File: config.mk
export PLATFORM = sky130hd
export DESIGN_NAME = idct_row_stage
export DESIGN_NICKNAME = d
export VERILOG_FILES = /design/src/rtl/idct_row_pkg.sv /design/src/rtl/idct_row_front.sv /design/src/rtl/idct_row_back.sv /design/src/rtl/idct_row_pack.sv /design/src/rtl/idct_row_stage.sv
export SDC_FILE = /design/constraint.sdc
export NUM_CORES = 2
export LEC_CHECK = 0
export BUFFER_PORTS_ARGS = -buffer_cell sky130_fd_sc_hd__buf_2
export CELL_PAD_IN_SITES_DETAIL_PLACEMENT = 1
export CELL_PAD_IN_SITES_GLOBAL_PLACEMENT = 1
export CORE_MARGIN = 4
export CORE_UTILIZATION = 45
export DETAILED_ROUTE_END_ITERATION = 7
export GPL_TIMING_DRIVEN = 0
export PLACE_DENSITY_LB_ADDON = 0.05
export REMOVE_ABC_BUFFERS = 1
export SYNTH_ARGS = -nofsm -noshare
export SYNTH_HDL_FRONTEND = slang
export SYNTH_SLANG_ARGS = --single-unit
File: constraint.sdc
create_clock -name clk -period 14.5 [get_ports clk]
set_input_delay 2.9 -clock clk [delete_from_list [all_inputs] [get_ports clk]]
set_output_delay 2.9 -clock clk [all_outputs]
set_load 0.02 [all_outputs]
File: src/rtl/idct_row_pkg.sv
package idct_row_pkg;

    localparam int COEF_W     = 32;
    localparam int LANES      = 8;
    localparam int PIX_W      = 8;
    localparam int HALF_W     = COEF_W / 2;
    localparam int KC_W       = 16;
    localparam int MUL_W      = COEF_W + KC_W;
    localparam int IDX_W      = $clog2(LANES);
    localparam int ROW_W      = COEF_W * LANES;
    localparam int OUT_W      = PIX_W * LANES;
    localparam int WORD_LANES = 4;
    localparam int PIX_MAX    = (1 << PIX_W) - 1;

    typedef logic signed [COEF_W-1:0] word_t;
    typedef logic signed [KC_W-1:0]   kc_t;

    // DC bias: +128 in the upper half, +0.5 LSB at bit 15
    localparam word_t DC_BIAS = word_t'((128 << HALF_W) + (1 << (HALF_W - 1)));

    localparam kc_t K_ROOT2 = 16'sd27146;
    localparam kc_t K_ROT   = 16'sd15137;
    localparam kc_t K_ODD5  = -16'sd21407;
    localparam kc_t K_ODD7  = -16'sd8867;

    // Values handed from the front half to the back half of the network
    typedef struct packed {
        word_t ev_sum;   // biased x0 + x4
        word_t ev_pair;  // x2 + x6
        word_t ev_dif;   // biased x0 - x4
        word_t ev_rot;   // rotated (x2 - x6)
        word_t od_rot;   // shared odd rotation term
        word_t od_mid;   // rotated odd difference
        word_t od_all;   // x1 + x7 + x3 + x5
        word_t od_d5;    // x5 - x3
        word_t od_d7;    // x1 - x7
    } mid_t;

    // Upper COEF_W bits of a COEF_W x KC_W signed product
    function automatic word_t mul_hi(word_t a, kc_t c);
        logic signed [MUL_W-1:0] p;
        p = MUL_W'(a) * MUL_W'(c);
        return COEF_W'(p >>> KC_W);
    endfunction

    // Upper half as signed value, saturated to an unsigned pixel
    function automatic logic [PIX_W-1:0] clamp_pix(word_t v);
        word_t hi;
        hi = v >>> HALF_W;
        if (hi < 0)
            return '0;
        else if (hi > PIX_MAX)
            return '1;
        else
            return PIX_W'(hi);
    endfunction

endpackage

File: src/rtl/idct_row_front.sv
module idct_row_front
    import idct_row_pkg::*;
(
    input  logic [ROW_W-1:0] coefs,
    output mid_t             mid
);

    word_t x [LANES];

    for (genvar g = 0; g < LANES; g++) begin : g_unpack
        assign x[g] = coefs[g*COEF_W +: COEF_W];
    end

    word_t biased, ev_a, ev_b, ev_c, ev_d;
    word_t od_a, od_b, od_7, od_1, od_5, od_3, od_8;

    always_comb begin
        biased = x[0] + DC_BIAS;
        // even half
        ev_a = biased + x[4];
        ev_b = x[6] + x[2];
        ev_c = ev_a - (x[4] <<< 1);
        ev_d = (x[2] <<< 1) - ev_b;
        // odd half
        od_a = x[1] + x[7];
        od_b = x[3] + x[5];
        od_7 = od_a - (x[7] <<< 1);
        od_1 = od_a - od_b;
        od_5 = (x[5] <<< 1) - od_b;
        od_3 = od_a + od_b;
        od_8 = od_5 + od_7;

        mid.ev_sum  = ev_a;
        mid.ev_pair = ev_b;
        mid.ev_dif  = ev_c;
        mid.ev_rot  = mul_hi(ev_d, K_ROOT2) + ev_d;
        mid.od_rot  = mul_hi(od_8, K_ROT);
        mid.od_mid  = mul_hi(od_1, K_ROOT2) + od_1;
        mid.od_all  = od_3;
        mid.od_d5   = od_5;
        mid.od_d7   = od_7;
    end

endmodule

File: src/rtl/idct_row_back.sv
module idct_row_back
    import idct_row_pkg::*;
(
    input  mid_t             mid,
    output logic [ROW_W-1:0] res
);

    word_t f0, f2, f6, g5, g8;
    word_t h0, h2, h4;
    word_t k1, k3, k4, k5, k7, k7b;
    word_t y [LANES];

    always_comb begin
        f0 = mid.ev_sum + mid.ev_pair;
        f2 = mid.ev_rot - mid.ev_pair;
        f6 = mid.ev_sum - mid.ev_pair;

        g5 = mul_hi(mid.od_d5, K_ODD5) + mid.od_rot;
        g8 = mul_hi(mid.od_d7, K_ODD7) + mid.od_rot;

        h4 = mid.ev_dif + f2;
        h0 = f0 + mid.od_all;
        h2 = mid.ev_dif - f2;

        k7  = (g5 <<< 3) - mid.od_all;
        k3  = f0 - mid.od_all;
        k1  = mid.od_mid - k7;
        k4  = h4 + k7;
        k5  = (g8 <<< 3) - k1;
        k7b = h4 - k7;

        // output lane mapping of the network
        y[0] = h0;
        y[1] = k4;
        y[2] = h2 + k1;
        y[3] = f6 + k5;
        y[4] = f6 - k5;
        y[5] = h2 - k1;
        y[6] = k7b;
        y[7] = k3;
    end

    for (genvar g = 0; g < LANES; g++) begin : g_flat
        assign res[g*COEF_W +: COEF_W] = y[g];
    end

endmodule

File: src/rtl/idct_row_pack.sv
module idct_row_pack
    import idct_row_pkg::*;
(
    input  logic [ROW_W-1:0] res,
    input  logic             big_endian,
    output logic [OUT_W-1:0] pix
);

    logic [OUT_W-1:0] pix_le, pix_be;

    for (genvar g = 0; g < LANES; g++) begin : g_lane
        localparam int BASE = (g / WORD_LANES) * WORD_LANES;
        localparam int SWAP = BASE + (WORD_LANES - 1) - (g % WORD_LANES);
        logic [PIX_W-1:0] p;
        assign p = clamp_pix(res[g*COEF_W +: COEF_W]);
        assign pix_le[g*PIX_W    +: PIX_W] = p;
        assign pix_be[SWAP*PIX_W +: PIX_W] = p;
    end

    assign pix = big_endian ? pix_be : pix_le;

endmodule

File: src/rtl/idct_row_stage.sv
module idct_row_stage
    import idct_row_pkg::*;
(
    input  logic             clk,
    input  logic             rst,
    input  logic             in_valid,
    output logic             in_ready,
    input  logic [ROW_W-1:0] in_coefs,
    input  logic             big_endian,
    output logic             out_valid,
    input  logic             out_ready,
    output logic [OUT_W-1:0] out_pixels,
    output logic [IDX_W-1:0] out_row,
    output logic             block_done
);

    localparam logic [IDX_W-1:0] LAST_ROW = IDX_W'(LANES - 1);

    logic             advance;
    logic             va_q, vb_q;
    logic [IDX_W-1:0] acc_row_q, row_a_q, row_b_q;
    mid_t             mid_d, mid_q;
    logic [ROW_W-1:0] res_d;
    logic [OUT_W-1:0] pix_d, pix_q;

    idct_row_front u_front (
        .coefs (in_coefs),
        .mid   (mid_d)
    );

    idct_row_back u_back (
        .mid (mid_q),
        .res (res_d)
    );

    idct_row_pack u_pack (
        .res        (res_d),
        .big_endian (big_endian),
        .pix        (pix_d)
    );

    assign advance  = !vb_q || out_ready;
    assign in_ready = advance;

    always_ff @(posedge clk) begin
        if (rst) begin
            va_q      <= 1'b0;
            vb_q      <= 1'b0;
            acc_row_q <= '0;
            row_a_q   <= '0;
            row_b_q   <= '0;
            mid_q     <= '0;
            pix_q     <= '0;
        end else if (advance) begin
            va_q    <= in_valid;
            vb_q    <= va_q;
            row_a_q <= acc_row_q;
            row_b_q <= row_a_q;
            mid_q   <= mid_d;
            pix_q   <= pix_d;
            if (in_valid)
                acc_row_q <= acc_row_q + 1'b1;
        end
    end

    assign out_valid  = vb_q;
    assign out_pixels = pix_q;
    assign out_row    = row_b_q;
    assign block_done = vb_q && (row_b_q == LAST_ROW);

endmodule

=== After elaboration in Yosys (flattened, before gate mapping) ===
Cells that the tools add are included.
W data, S select, Z words.

* Add/sub/neg operators: 33
* $mul: 5
* $lt $le $gt $ge: 16
* Equality and inequality tests: 1
* Multiplexer cells: 17
* Reductions and logical operators: 4

{| class="wikitable"
|+ Operator list
! operator !! count
|-
| $sub A32 B32 Y32 || 15
|-
| $add A32 B32 Y32 || 14
|-
| $gt A16 B9 Y1 const B || 8
|-
| $lt A16 B1 Y1 const B || 8
|-
| $mux W8 || 16
|-
| $mul A32 B15 Y47 const B || 2
|-
| $mul A32 B15 Y45 const B || 2
|-
| $mux W64 || 1
|-
| $add A29 B29 Y29 || 2
|-
| $mul A32 B16 Y45 const B || 1
|-
| $add A32 B25 Y32 const B || 1
|-
| $add A3 B1 Y3 const B || 1
|-
| $eq A3 B3 Y1 const B || 1
|-
| $reduce_and A2 Y1 || 1
|-
| $logic_and A1 B1 Y1 || 1
|-
| $logic_not A1 Y1 || 1
|-
| $logic_or A1 B1 Y1 || 1
|}

* Bits in registers: 360
* Input port bits: 261
* Logic and storage cells: 91

=== Longest topological paths before layout ===
* Depth in word-level cells: 10
* Mapped depth: 73
* Depth with buffers taken out: 73

=== Hierarchy ===
From an unflattened synthesis, not the netlist that was laid out.

* Cells, all modules: 12123
* Area, all modules: 96914.2 um^2

{| class="wikitable"
|+ Modules (own cells, without submodules)
! module !! instances !! cells an instance !! area an instance (um^2) !! sequential area each (um^2)
|-
| idct_row_back || 1 || 5365 || 42595.9 || 0.0
|-
| idct_row_front || 1 || 4977 || 40132.2 || 0.0
|-
| idct_row_stage || 1 || 1579 || 12513.3 || 7267.0
|-
| idct_row_pack || 1 || 202 || 1672.9 || 0.0
|}

=== Worst setup path before layout ===
No wires, ideal clock.

* Path type: input to register
* Start: input port in_coefs[96]
* End: register mid_q[127] (netlist name)
* Arrival: 14.492 ns
* Setup slack: -0.123 ns
* Stages: 61
* Buffers on the path: 1
* Path through: ha_1 -> fa_1 -> a21oi_1 -> nor2_1 -> nor2_1 -> o21bai_1 -> a21oi_1 -> o21bai_1 -> a21oi_1 -> o21bai_1 -> a21oi_1 -> o21ai_0 -> a21o_1 -> a21oi_1 -> xor2_1 -> ha_1 -> clkbuf_1 -> a21o_1 -> (+25 left out) -> o221a_2 -> o21ai_0 -> a41oi_1 -> a21oi_1 -> a41o_1 -> o21a_1 -> nor2_1 -> nor2b_1 -> o21a_1 -> nor2_1 -> ha_1 -> a21oi_1 -> o21ai_0 -> a21oi_1 -> xor2_1 -> xnor2_1 -> xnor2_1 -> o21ai_0

* Cells in the longest elaborated chain, start to end: 4

{| class="wikitable"
|+ RTL lines
! item !! line !! source
|-
| start: declaration || idct_row_stage.sv:8 || <nowiki>input logic [ROW_W-1:0] in_coefs,</nowiki>
|-
| $add A32 B32 Y32 * || idct_row_front.sv:26 || <nowiki>od_b = x[3] + x[5];</nowiki>
|-
| $sub A32 B32 Y32 * || idct_row_front.sv:28 || <nowiki>od_1 = od_a - od_b;</nowiki>
|-
| $mul A32 B15 Y47 || idct_row_pkg.sv:42 || <nowiki>p = MUL_W'(a) * MUL_W'(c);</nowiki>
|-
| $add A32 B32 Y32 * || idct_row_front.sv:38 || <nowiki>mid.od_mid = mul_hi(od_1, K_ROOT2) + od_1;</nowiki>
|-
| end signal: assignment || idct_row_stage.sv:59 || <nowiki>mid_q <= mid_d;</nowiki>
|-
| end: declaration || idct_row_stage.sv:22 || <nowiki>mid_t mid_d, mid_q;</nowiki>
|}

Mark *: on every way between the ends. The rest lies on a longest branch, timed or not.
A chain may end at the register's enable or synchronous reset.

=== Worst setup path after layout ===
* Start: register mid_q[37] (netlist name)
* End: register pix_q[31] (netlist: out_pixels[31])

* Cells in the longest elaborated chain, start to end: 10

{| class="wikitable"
|+ RTL lines
! item !! line !! source
|-
| $mul A32 B16 Y45 * || idct_row_pkg.sv:42 ||
|-
| $add A29 B29 Y29 * || idct_row_back.sv:18 || <nowiki>g5 = mul_hi(mid.od_d5, K_ODD5) + mid.od_rot;</nowiki>
|-
| $sub A32 B32 Y32 * || idct_row_back.sv:25 || <nowiki>k7 = (g5 <<< 3) - mid.od_all;</nowiki>
|-
| $sub A32 B32 Y32 * || idct_row_back.sv:27 || <nowiki>k1 = mid.od_mid - k7;</nowiki>
|-
| $sub A32 B32 Y32 * || idct_row_back.sv:29 || <nowiki>k5 = (g8 <<< 3) - k1;</nowiki>
|-
| $add A32 B32 Y32 * || idct_row_back.sv:36 || <nowiki>y[3] = f6 + k5;</nowiki>
|-
| $gt A16 B9 Y1 || idct_row_pkg.sv:52 || <nowiki>else if (hi > PIX_MAX)</nowiki>
|-
| $mux W8 || idct_row_pkg.sv:52 ||
|-
| $mux W8 * || idct_row_pkg.sv:50 || <nowiki>if (hi < 0)</nowiki>
|-
| $mux W64 * || idct_row_pack.sv:20 || <nowiki>assign pix = big_endian ? pix_be : pix_le;</nowiki>
|-
| end signal: assignment || idct_row_stage.sv:60 || <nowiki>pix_q <= pix_d;</nowiki>
|-
| end: declaration || idct_row_stage.sv:24 || <nowiki>logic [OUT_W-1:0] pix_d, pix_q;</nowiki>
|}

Marked as above.

==> flow_summary.yaml <==
worst_hold_path:
  whs_path_depth: 2
  hold_class: "reg -> reg"
  min_from: "row_a_q[0]"
  hold_end: "row_a_q[0]"
layout:
  nFillCells: 24000
  drive_gt1_share_pct: 12.4
  multi_input_area_sq_um: 80500
  seq_area_sq_um: 7230
  design_area_sq_um: 105000
  area_delta_synth_final_pct: 15.1
  fin_nets: 14600
synthesis:
  syn_area_per_cell_sq_um: 8.12
  yosys_register_bits: 359
  yosysSeqAreaShare_pct: 7.90
  synth_area_sq_um: 91000
  synth_largest_area_cell: "ha_1"
  synth_edf_count: 0
  synth_ff_type: "dfxtp_1"
  netlist_instances: 11200
  yosysWarnings: 0
  synth.distinct_cells: 91
  synth_async_sr_flop_share_pct: 0
  synth_top_area_share_pct: 26.4
  ys_top_cells_by_count: "2008 x inv_1, 1922 x ha_1, 857 x a21oi_1"
  synth_area_leaders: "ha_1 26%, fa_1 17%, inv_1 8.3%"
  yosysMostFrequentCell: "inv_1"
cts:
  numCtsBuffers: 54
  htree_levels: 2
  cts_buffer_depth: 3
  worstSkewPairLatency_ns: 0.71
  root_buffer: "clkbuf_16"
  cts_tree: "yes"
  cts.sinks: 359
  path_clk_slew_ns: 0.06
floorplanning:
  die_h_um: 458
  core_area_sq_um: 200000
  fp.dieArea_sq_um: 209000
  die_w_um: 458
  std_cell_rows: 164
  ioPinCount: 331
  start_util_pct: 45.4
sta:
  finalCriticalPeriod_ns: 14.39
  setup_viol_count_final: 0
  fin_ws_ns: 0.107
  finalMaxSlewViolations: 0
  hold-worst-slack_ns: 0.453
  skew_ns: 0.0430
  finalHoldViolCount: 0
  max_freq_ghz: 0.0695
  grt_setup_unrepaired: "true"
  maxSlewHeadroom_pct: 9.78
  fin_setup_tns_ns: 0
  fin_crit_sh_pct: 99.3
  tightest_slew_ns: 1.34
drt:
  dr.pass1.iters: 5
  drtIter0Drc: 4529
  viasPerCell: 5.62
  num_vias: 80700
  avgRoutedWirePerCell_um: 23.0
  ant_nets: 0
  route.detailed.drc: 0
  routed_wl_mm: 330
setup_path:
  max_stage_delay_ns: 0.59
  r2r_end: "out_pixels[31]"
  startpoint_type: "flop"
  reg2regPathDepth: 63
  cp_max_fo: 8
  cp_slowest_cell: "fa_1"
  cpMostUsedCell: "fa_1"
  cp.arrival_ns: 14.97
  crit_type: "reg -> reg"
  end_kind: "flop"
  r2r-start: "mid_q[37]"
  r2r_slack_ns: 0.11
  required_ns: 15.08
global_route:
  grt_max_degree: 144
  antenna_found_initial: 8
  grt_overflow: 0
  grt_pass1_wl_mm: 497
  track_usage_pct: 30.2
  grt_pass1_vias: 83200
status:
  outcome: "finished, final reports clean"
placed_design:
  port_buffers: 330
  dp_hpwl_mm: 277
  dp_slack_ns: -3.62
  gp_congestion: 0.945
  placed_area_sq_um: 95700
flow_run:
  timing.max_cap.violations: 0
registers in the layout (all words and copies together) (netlist names):
name        count
acc_row_q       3
out_valid       1
row_a_q         3
out_pixels     64
out_row         3
mid_q         284
va_q            1
worst max-delay path by stage:
stage | slack, ns | end | from
final | 0.11 | out_pixels[31] | mid_q[37]
after global routing | -0.40 | out_pixels[31] | mid_q[34]
after CTS | -0.02 | mid_q[156] | in_coefs[224]
after detailed placement | -3.62 | out_pixels[56] | mid_q[36]
after global placement | -59.15 | mid_q[124] | out_ready
after floorplan | -17.88 | in_ready | out_ready
placed cells by master (no fill, tap or decap), drive strengths merged, types with 17 or more instances in the layout:
cell	instances
a31oi	104
a21boi	34
a21o	220
nor3b	26
o21bai	131
o211ai	51
ha	1922
a311oi	29
dfxtp	359
buf	594
nand4	34
or3	104
a211o	33
a21oi	858
nand2b	116
inv	2017
a2111oi	26
nand2	711
a31o	17
a22o	18
o31a	22
a211oi	99
nand3	178
nor2b	113
nor3	265
and2	64
o31ai	48
and3	86
o21ai	399
mux2i	19
fa	793
o21a	121
xnor2	606
a221oi	27
xor2	240
nor4	32
or2	46
clkbuf	66
o2111ai	18
nor2	787
critical path: cells and delay by family, from the launching register on:
family | cells | cell delay, ns
AOI/OAI and AO/OA | 23 | 4.69
adders and majority gates | 11 | 4.48
and+or+nand+nor | 16 | 2.52
xor gates and xnor gates | 4 | 0.93
buffers and inverters | 7 | 0.83
DFF | 1 | 0.38
muxes | 2 | 0.38
per-stage QoR:
stage                     util, %  std cells
after floorplan                 -      11000
after global placement       47.4      14000
after detailed placement     47.7      14000
after CTS                    50.3      14200
after global routing         52.2      14300
final                        52.2      14300
final cells by class:
cell class | instances | share of cell area (%)
antenna | 3 | 0.00717
clock buffer | 66 | 1.43
clock inverter | 33 | 0.474
inverter | 2010 | 7.23
multi-input combinational | 8621 | 76.8
sequential | 359 | 6.91
tap | 2656 | 3.17
timing repair buffer | 595 | 3.94
kinds of logic (layout without fill, tap and decap cells):
| logic type | Yosys count | after routing | synth area share [%] |
|---|---|---|---|
| fa+ha+maj | 2717 | 2717 | 43.9 |
| simple gates | 2624 | 2624 | 13.5 |
| compound gates | 2400 | 2400 | 16.8 |
| buf+inv | 2230 | 2704 | 9.20 |
| xor+xnor | 852 | 853 | 8.33 |
| flops | 359 | 359 | 7.90 |
| mux | 27 | 27 | 0.312 |
| other cells | 0 | 3 | 0 |
metal layers:
metal  global-route usage, %  routed length (um)  up-vias
met5                       0                   0        -
met4                    5.35                6380        0
met3                    2.11               12100      245
met2                    48.3              149000     1422
met1                    44.9              163000    40500
li1                        -                   -    38400
what timing repair did:
action / in CTS / in global routing
hold buffers: 0 / 0
endpoints found under the setup margin: 118 / 74
gates resized for setup: 428 / 498
pin swaps: 88 / 254
cloned: 0 / 1
buffers inserted: 92 / 154
Power is left out: the tool's default activity adds up to more than one toggle a clock period on the data nets, which glitch-free logic cannot reach.
